==> config.mk <==
export PLATFORM = sky130hd
export DESIGN_NAME = nbm_rx_addr_match
export DESIGN_NICKNAME = d
export VERILOG_FILES = /design/src/rtl/nbm_pkg.sv /design/src/rtl/nbm_cfg_regs.sv /design/src/rtl/nbm_match_unit.sv /design/src/rtl/nbm_irq_ctrl.sv /design/src/rtl/nbm_rx_addr_match.sv
export SDC_FILE = /design/constraint.sdc
export NUM_CORES = 1
export LEC_CHECK = 0
export ABC_AREA = 0
export BUFFER_PORTS_ARGS = -buffer_cell sky130_fd_sc_hd__buf_2
export CAP_MARGIN = 20
export CORE_ASPECT_RATIO = 1.5
export CORE_MARGIN = 1.5
export CORE_UTILIZATION = 54
export CTS_CLUSTER_DIAMETER = 60
export CTS_CLUSTER_SIZE = 20
export DETAILED_ROUTE_END_ITERATION = 10
export PLACE_DENSITY = 0.78
export SYNTH_ARGS = -nofsm -noshare
export SYNTH_HDL_FRONTEND = slang
export SYNTH_SLANG_ARGS = --single-unit
==> constraint.sdc <==
create_clock -name clk -period 2.55 [get_ports clk]
set_input_delay 0.1275 -clock clk [delete_from_list [all_inputs] [get_ports clk]]
set_output_delay 0.1275 -clock clk [all_outputs]
set_load 0.005 [all_outputs]
==> src/rtl/nbm_pkg.sv <==
package nbm_pkg;
   typedef enum logic [2:0] {
      IRQ_NONE      = 3'd0,
      IRQ_LVL_HI    = 3'd1,
      IRQ_LVL_MATCH = 3'd5
   } irq_id_e;

   localparam int unsigned REG_MODE     = 0;
   localparam int unsigned REG_ENABLE   = 1;
   localparam int unsigned REG_SPC_BASE = 2;
   localparam int unsigned EN_W         = 3;

   typedef struct packed {
      logic enh;
      logic match_en;
      logic err_en;
   } en_t;
endpackage

==> src/rtl/nbm_cfg_regs.sv <==
module nbm_cfg_regs
   import nbm_pkg::*;
#(
   parameter int unsigned NUM_SPC = 4,
   parameter int unsigned LOW_W   = 8,
   parameter int unsigned REG_W   = 8,
   parameter int unsigned ADDR_W  = 3,
   localparam int unsigned MODE_W = 2 + NUM_SPC
) (
   input  logic                           clk,
   input  logic                           rst_n,
   input  logic                           cfg_wr,
   input  logic [ADDR_W-1:0]              cfg_addr,
   input  logic [REG_W-1:0]               cfg_wdata,
   output logic [REG_W-1:0]               cfg_rdata,
   output logic [MODE_W-1:0]              mode_o,
   output en_t                            en_o,
   output logic [NUM_SPC-1:0][LOW_W:0]    spc_o
);
   if (MODE_W > REG_W) begin : g_bad_mode
      $error("mode register wider than register port");
   end
   if (LOW_W > REG_W) begin : g_bad_low
      $error("special character low part wider than register port");
   end
   if ((REG_SPC_BASE + NUM_SPC) > (1 << ADDR_W)) begin : g_bad_addr
      $error("address space too small for register map");
   end

   logic [MODE_W-1:0] mode_q;
   logic [EN_W-1:0]   en_q;

   always_ff @(posedge clk) begin
      if (!rst_n) begin
         mode_q <= '0;
         en_q   <= '0;
      end else if (cfg_wr) begin
         if (cfg_addr == ADDR_W'(REG_MODE))   mode_q <= cfg_wdata[MODE_W-1:0];
         if (cfg_addr == ADDR_W'(REG_ENABLE)) en_q   <= cfg_wdata[EN_W-1:0];
      end
   end

   logic [NUM_SPC-1:0][LOW_W-1:0] spc_q;

   for (genvar i = 0; i < NUM_SPC; i++) begin : g_spc
      always_ff @(posedge clk) begin
         if (!rst_n) begin
            spc_q[i] <= '0;
         end else if (cfg_wr && cfg_addr == ADDR_W'(REG_SPC_BASE + i)) begin
            spc_q[i] <= cfg_wdata[LOW_W-1:0];
         end
      end
      assign spc_o[i] = {mode_q[2+i], spc_q[i]};
   end

   always_comb begin
      cfg_rdata = '0;
      if (cfg_addr == ADDR_W'(REG_MODE))   cfg_rdata[MODE_W-1:0] = mode_q;
      if (cfg_addr == ADDR_W'(REG_ENABLE)) cfg_rdata[EN_W-1:0]   = en_q;
      for (int i = 0; i < NUM_SPC; i++) begin
         if (cfg_addr == ADDR_W'(REG_SPC_BASE + i)) cfg_rdata[LOW_W-1:0] = spc_q[i];
      end
   end

   assign mode_o = mode_q;
   assign en_o   = en_t'(en_q);

   AST_MODE_HOLD: assert property (@(posedge clk) disable iff (!rst_n)
      !(cfg_wr && cfg_addr == ADDR_W'(REG_MODE)) |=> $stable(mode_q));
endmodule

==> src/rtl/nbm_match_unit.sv <==
module nbm_match_unit #(
   parameter int unsigned NUM_SPC = 4,
   parameter int unsigned LOW_W   = 8
) (
   input  logic                        active,
   input  logic [LOW_W:0]              rx_char,
   input  logic [NUM_SPC-1:0][LOW_W:0] spc,
   output logic [NUM_SPC-1:0]          hits
);
   for (genvar i = 0; i < NUM_SPC; i++) begin : g_cmp
      assign hits[i] = active && (rx_char == spc[i]);
   end
endmodule

==> src/rtl/nbm_irq_ctrl.sv <==
module nbm_irq_ctrl
   import nbm_pkg::*;
#(
   parameter int unsigned NUM_SPC = 4
) (
   input  logic               clk,
   input  logic               rst_n,
   input  logic               rx_wr,
   input  logic               host_rd,
   input  logic               addr_hit,
   input  logic               err_hit,
   input  logic               err_flags,
   input  logic               ovr_flag,
   input  logic [NUM_SPC-1:0] hits_in,
   output logic               hi_q,
   output logic [NUM_SPC-1:0] hits_q,
   output logic               ferr_q,
   output logic               ovr_q,
   output irq_id_e            irq_id
);
   logic keep;
   assign keep = !host_rd;

   always_ff @(posedge clk) begin
      if (!rst_n) begin
         hi_q   <= 1'b0;
         hits_q <= '0;
         ferr_q <= 1'b0;
         ovr_q  <= 1'b0;
      end else begin
         hi_q   <= (hi_q && keep) || (rx_wr && (addr_hit || err_hit));
         hits_q <= (hits_q & {NUM_SPC{keep}}) | (rx_wr ? hits_in : '0);
         ferr_q <= (ferr_q && keep) || (rx_wr && err_flags);
         ovr_q  <= (ovr_q && keep) || (rx_wr && ovr_flag);
      end
   end

   always_comb begin
      if (hi_q)         irq_id = IRQ_LVL_HI;
      else if (|hits_q) irq_id = IRQ_LVL_MATCH;
      else              irq_id = IRQ_NONE;
   end

   AST_HI_AT_WRITE: assert property (@(posedge clk) disable iff (!rst_n)
      $rose(hi_q) |-> $past(rx_wr));
   AST_READ_CLEARS: assert property (@(posedge clk) disable iff (!rst_n)
      (host_rd && !rx_wr) |=> (!hi_q && hits_q == '0 && !ferr_q && !ovr_q));
   AST_OVR_AT_WRITE: assert property (@(posedge clk) disable iff (!rst_n)
      $rose(ovr_q) |-> $past(rx_wr && ovr_flag));
endmodule

==> src/rtl/nbm_rx_addr_match.sv <==
module nbm_rx_addr_match
   import nbm_pkg::*;
#(
   parameter int unsigned NUM_SPC = 4,
   parameter int unsigned LOW_W   = 8,
   parameter int unsigned REG_W   = 8,
   parameter int unsigned ADDR_W  = 3
) (
   input  logic               clk,
   input  logic               rst_n,
   input  logic               cfg_wr,
   input  logic [ADDR_W-1:0]  cfg_addr,
   input  logic [REG_W-1:0]   cfg_wdata,
   output logic [REG_W-1:0]   cfg_rdata,
   input  logic               rx_wr,
   input  logic [LOW_W:0]     rx_char,
   input  logic               rx_parity_err,
   input  logic               rx_frame_err,
   input  logic               rx_break,
   input  logic               rx_overrun,
   input  logic               host_rd,
   output logic               irq_rx_hi,
   output logic               irq_match,
   output logic [2:0]         irq_id,
   output logic [NUM_SPC-1:0] match_hits,
   output logic               lsr_fifo_err,
   output logic               lsr_overrun
);
   localparam int unsigned MODE_W = 2 + NUM_SPC;

   logic [MODE_W-1:0]           mode;
   en_t                         en;
   logic [NUM_SPC-1:0][LOW_W:0] spc;
   logic [NUM_SPC-1:0]          hits_now;
   logic                        nine_on, addr_hit, err_flags, err_hit, match_on;
   irq_id_e                     id_e;

   nbm_cfg_regs #(.NUM_SPC(NUM_SPC), .LOW_W(LOW_W), .REG_W(REG_W), .ADDR_W(ADDR_W)) u_regs (
      .clk(clk), .rst_n(rst_n), .cfg_wr(cfg_wr), .cfg_addr(cfg_addr),
      .cfg_wdata(cfg_wdata), .cfg_rdata(cfg_rdata),
      .mode_o(mode), .en_o(en), .spc_o(spc)
   );

   assign nine_on   = mode[0];
   assign addr_hit  = nine_on && mode[1] && rx_char[LOW_W];
   assign err_flags = rx_parity_err || rx_frame_err || rx_break;
   assign err_hit   = en.err_en && err_flags;
   assign match_on  = nine_on && en.enh && en.match_en;

   nbm_match_unit #(.NUM_SPC(NUM_SPC), .LOW_W(LOW_W)) u_match (
      .active(match_on), .rx_char(rx_char), .spc(spc), .hits(hits_now)
   );

   nbm_irq_ctrl #(.NUM_SPC(NUM_SPC)) u_irq (
      .clk(clk), .rst_n(rst_n), .rx_wr(rx_wr), .host_rd(host_rd),
      .addr_hit(addr_hit), .err_hit(err_hit), .err_flags(err_flags),
      .ovr_flag(rx_overrun), .hits_in(hits_now),
      .hi_q(irq_rx_hi), .hits_q(match_hits), .ferr_q(lsr_fifo_err),
      .ovr_q(lsr_overrun), .irq_id(id_e)
   );

   assign irq_match = |match_hits;
   assign irq_id    = id_e;

   AST_MATCH_NEEDS_NINE: assert property (@(posedge clk) disable iff (!rst_n)
      $rose(irq_match) |-> $past(rx_wr && nine_on));
endmodule

-- Yosys cells after proc, flatten, opt, wreduce, memory -nomap -nowiden
Index checks and enable logic that the tools add are counted.
- equality and inequality tests: 9
- reductions and logical operators: 30
- bitwise gates (word level): 2
- multiplexer cells: 9
- operators by type and width (kind ; number):
    9-bit == test ; 4
    8-bit 2-to-1 mux ; 4
    1-bit logical AND ; 19
    3-bit 2-to-1 mux ; 3
    3-bit by 2-bit == test with 1-bit output (second input constant) ; 2
    3-bit == test (second input constant) ; 2
    1-bit logical OR ; 6
    6-bit 2-to-1 mux ; 1
    4-bit AND ; 1
    4-bit 2-to-1 mux ; 1
    4-bit bitwise OR ; 1
    2-bit AND reduction ; 2
    4-bit OR reduction ; 1
    3-bit by 1-bit == test with 1-bit output (second input constant) ; 1
    3-bit logical NOT ; 1
    1-bit logical NOT ; 1
- logic and storage cells: 60
- register bits after elaboration: 48

-- Depth between registers and ports, before layout
- depth in word-level cells: 7
- gate-level depth with buffers: 5
- gate-level depth less buffers: 3

-- Cells and area by module
Synthesis repeated with hierarchy kept, for this count alone.
- cell total of the unflattened synthesis: 302
- area, all modules: 2796.4 um^2
- by module, submodules not included (module ; times used ; area each (um^2) ; cells an instance):
    nbm_cfg_regs ; 1 ; 1934.4 ; 203
    nbm_match_unit ; 1 ; 528.0 ; 61
    nbm_irq_ctrl ; 1 ; 299.0 ; 33
    nbm_rx_addr_match ; 1 ; 35.0 ; 5

-- Worst setup path after synthesis
No wires, ideal clock.
- path kind: input to register
- start point: in cfg_addr[1]
- end point: reg u_regs.mode_q[0] (netlist: u_regs.mode_o[0])
- library setup time: 0.128 ns
- data arrival time: 0.990 ns
- stages: 4
- path buffers: 1
- slack: 1.432 ns
- cells stage by stage: buf_6 > nor4b_4 > mux2i_1 > nor2_1
- longest elaborated chain between the ends: 2
- ends and longest elaborated chain (what ; RTL line ; text):
    from (decl) ; nbm_rx_addr_match.sv:12 ; input logic [ADDR_W-1:0] cfg_addr,
    3-bit logical NOT ; nbm_cfg_regs.sv:38 ; if (cfg_addr == ADDR_W'(REG_MODE)) mode_q <= cfg_wdata[MODE_W-1:0];
    2-bit AND reduction (no line) ; -- ;
    to (signal assigned) ; nbm_cfg_regs.sv:38 ;
    to (decl) ; nbm_cfg_regs.sv:30 ; logic [MODE_W-1:0] mode_q;
Every way passes these cells.
A chain may end at the register's enable or synchronous reset.

-- Worst setup path after layout
- start point: reg u_regs.mode_q[2] (netlist: u_regs.mode_o[2])
- end point: out cfg_rdata[2]
- longest elaborated chain between the ends: 6
- ends and longest elaborated chain (what ; RTL line ; text):
    6-bit 2-to-1 mux ; nbm_cfg_regs.sv:58 ; if (cfg_addr == ADDR_W'(REG_MODE)) cfg_rdata[MODE_W-1:0] = mode_q;
    3-bit 2-to-1 mux ; nbm_cfg_regs.sv:59 ; if (cfg_addr == ADDR_W'(REG_ENABLE)) cfg_rdata[EN_W-1:0] = en_q;
    8-bit 2-to-1 mux (4 in series) ; nbm_cfg_regs.sv:61 ; if (cfg_addr == ADDR_W'(REG_SPC_BASE + i)) cfg_rdata[LOW_W-1:0] = spc_q[i];
    to (decl) ; nbm_rx_addr_match.sv:14 ; output logic [REG_W-1:0] cfg_rdata,
Every way passes these cells.

==> flow_summary.yaml <==
drt:
  antenna_left: 0
  dr.pass1.iters: 6
  wirelength_um: 6581
  m1WireLength_um: 2628
  routed-via-count: 2214
  wl_per_cell_um: 17.05
  met2WireLength_um: 3392
  top_layer_used: "met4"
  drtIter0Drc: 124
  met3_length_um: 331
  viasPerCell: 5.736
  drcViolationCount: 0
clocking:
  cts-buffers-inserted: 5
  cts.repair.resized: 0
  clockBufferDepth: 2
  cts_hold_buf: 0
  clk_latency_ps: 300
  cts_tree: "built"
  cts_setup_buffers: 0
  clk_pin_slew_worst_paths_ps: 80
  cts_root_buffer: "clkbuf_8"
  h-tree-depth: 2
  cts.sinks: 48
sta:
  finalCritPeriodShare: 0.6160
  tns_ps: 0
  tightest_slew_ps: 706.2
  finalSetupViolations: 0
  max_freq_ghz: 0.6366
  finalHoldViolCount: 0
  fin_crit_ps: 1571
  rsz0062_at_grt: "false"
  finClkSkew_ps: 3.261
  maxSlewViolCount: 0
  max_slew_margin: 0.5272
  hold_slack_ps: 70.32
yosys:
  synthTopCellsByArea: "dfxtp_1, mux2i_1, xnor2_1, nand2_1, nor2_1"
  ys_types: 36
  synthFlopType: "dfxtp_1"
  ys_ff_latch: 48
  synthArstFlopShare: 0
  yosysTopAreaCellShare: 0.3721
  yosys.area.top_type: "dfxtp_1"
  synth_seq_area_share: 0.3721
  synthTopCellsByCount: "dfxtp_1, mux2i_1, nand2_1"
  synth_nets: 320
  synth.avg_cell_area_um2: 8.874
  netlist_instances: 291
  synth_edf_count: 0
  yosysWarnings: 0
  synth.cell_area_um2: 2582
  yosysMostFrequentCell: "dfxtp_1"
layout:
  n_fill_cell: 419
  multi_input_area_um2: 1485
  stdcell_area_um2: 2920
  seqCellArea_um2: 960.9
  area_growth_pct: 13.08
  finalNetCount: 350
  instances_no_fill: 386
  drive_above_1_share: 0.1894
  num_antenna_cells: 0
power_and_ir_drop:
  power-per-cell-area_nw_per_um2: 537.0
  leakagePower_uw: 0.001089
  power_uw: 1568
  irDropWorstVdd_mv: 0.4011
placed_design:
  placed_area_um2: 2794
  dp.cells: 378
  gp_congestion: 0.9208
  port_buffers: 46
  place_hpwl_um: 4906
worst_setup_path:
  critPathArrivalTime_ps: 1440
  cp-startpoint: "u_regs.mode_o[2]$_SDFFE_PN0P_"
  r2r_setup_slack_ps: 1340
  r2r_start: "u_regs.en_o[2]$_SDFFE_PN0P_"
  required_ps: 2420
  r2r_end: "u_irq.hits_q[1]$_SDFF_PN0_"
  worstSetupEndpointType: "primary output"
  critPathLaunchType: "flip-flop"
  worstPathMaxFanout: 3
  reg2regPathDepth: 3
  crit_type: "flip-flop to primary output"
  crit_end: "cfg_rdata[2]"
die:
  ios: 48
  coreArea_um2: 4579
  core.rowCount: 30
  initial_utilization: 0.5639
  dieArea_um2: 5215
  die_w_um: 59.47
  die_h_um: 87.70
grt:
  antenna_found_initial: 0
  grt_pass1_vias: 2072
  grt.total_usage: 0.2651
  grt_first_pass_wirelength_um: 10190
  grt_max_degree: 34
  grt-ovfl-total: 0
min_path:
  hold_class: "input pin to flip-flop"
run:
  cap_violations: 0
outcome:
  outcome: "complete, no violations"
==> how the worst min path moves through the flow <==
stage / slack [ps] / cells past startpoint / startpoint / end
final: 70 / 3 / rx_overrun / u_irq.ovr_q$_SDFF_PN0_
after global routing: 80 / 3 / rx_overrun / u_irq.ovr_q$_SDFF_PN0_
after CTS: 80 / 3 / rx_overrun / u_irq.ovr_q$_SDFF_PN0_
after detailed placement: 400 / 3 / rx_overrun / u_irq.ovr_q$_SDFF_PN0_
after global placement: 360 / 3 / rx_overrun / u_irq.ovr_q$_SDFF_PN0_
after floorplan: 260 / 2 / cfg_wdata[2] / u_regs.spc_o[11]$_SDFFE_PN0P_
==> critical path, cell delays in order, from the launching register on <==
cell	delay (ps)
dfxtp_1	350
mux4_1	490
inv_1	70
o22ai_1	80
buf_2	150
==> area by class of cell <==
cell class | count | area share
Multi-Input combinational cell | 213 | 0.5086
Sequential cell | 48 | 0.3290
Timing Repair Buffer | 49 | 0.08655
Clock buffer | 7 | 0.03299
Tap cell | 64 | 0.02742
Clock inverter | 1 | 0.01028
Inverter | 4 | 0.005141
==> registers in the layout, summed over array words and instances (netlist names) <==
register,count
u_regs.mode_o,6
u_irq.ovr_q,1
u_regs.spc_o,32
u_irq.hi_q,1
u_regs.en_o,3
u_irq.ferr_q,1
u_irq.hits_q,4
==> stage by stage <==
stage / util / setup slack [ps]
floorplan: - / 1432
global placement: 0.6101 / 861.7
detailed placement: 0.6101 / 819.0
CTS: 0.6377 / 972.8
global route: 0.6377 / 908.1
finish: 0.6377 / 979.2
==> cells in the final DEF, fill, tap and decap left out, types with 3 or more instances in the layout <==
cell type | netlist | routed
a2bb2oi_1 | 5 | 5
o22ai_1 | 6 | 6
a21oi_1 | 17 | 17
dfxtp_1 | 48 | 48
nand2_1 | 40 | 40
nand2b_1 | 3 | 3
clkbuf_8 | 0 | 7
xnor2_1 | 36 | 36
o31ai_1 | 5 | 5
inv_1 | 3 | 3
nand4_1 | 9 | 9
mux2i_1 | 40 | 40
buf_4 | 4 | 3
nand3_1 | 4 | 4
buf_2 | 4 | 46
nor2_1 | 27 | 27
==> layer usage <==
metal	up-vias	global-route usage
li1	1058	-
met1	1055	0.3094
met3	18	0.04284
met5	-	0
met4	0	0.1405
met2	83	0.4535
==> report_power, final <==
group / internal [uW] / switching, uW
clock network: 346 / 248
logic: 83.8 / 111
registers: 765 / 15.2
==> logic make-up after synthesis <==
kind of cell              count (synthesis)  synth area share
other                                     1          0.001452
and+or+nand+nor                          97            0.1870
xor gates and xnor gates                 36            0.1221
muxes                                    41            0.1652
AOI/OAI and AO/OA                        38           0.09448
DFF                                      48            0.3721
buffers and inverters                    30           0.05765
Note: power is estimated with default switching activity, not from simulation.
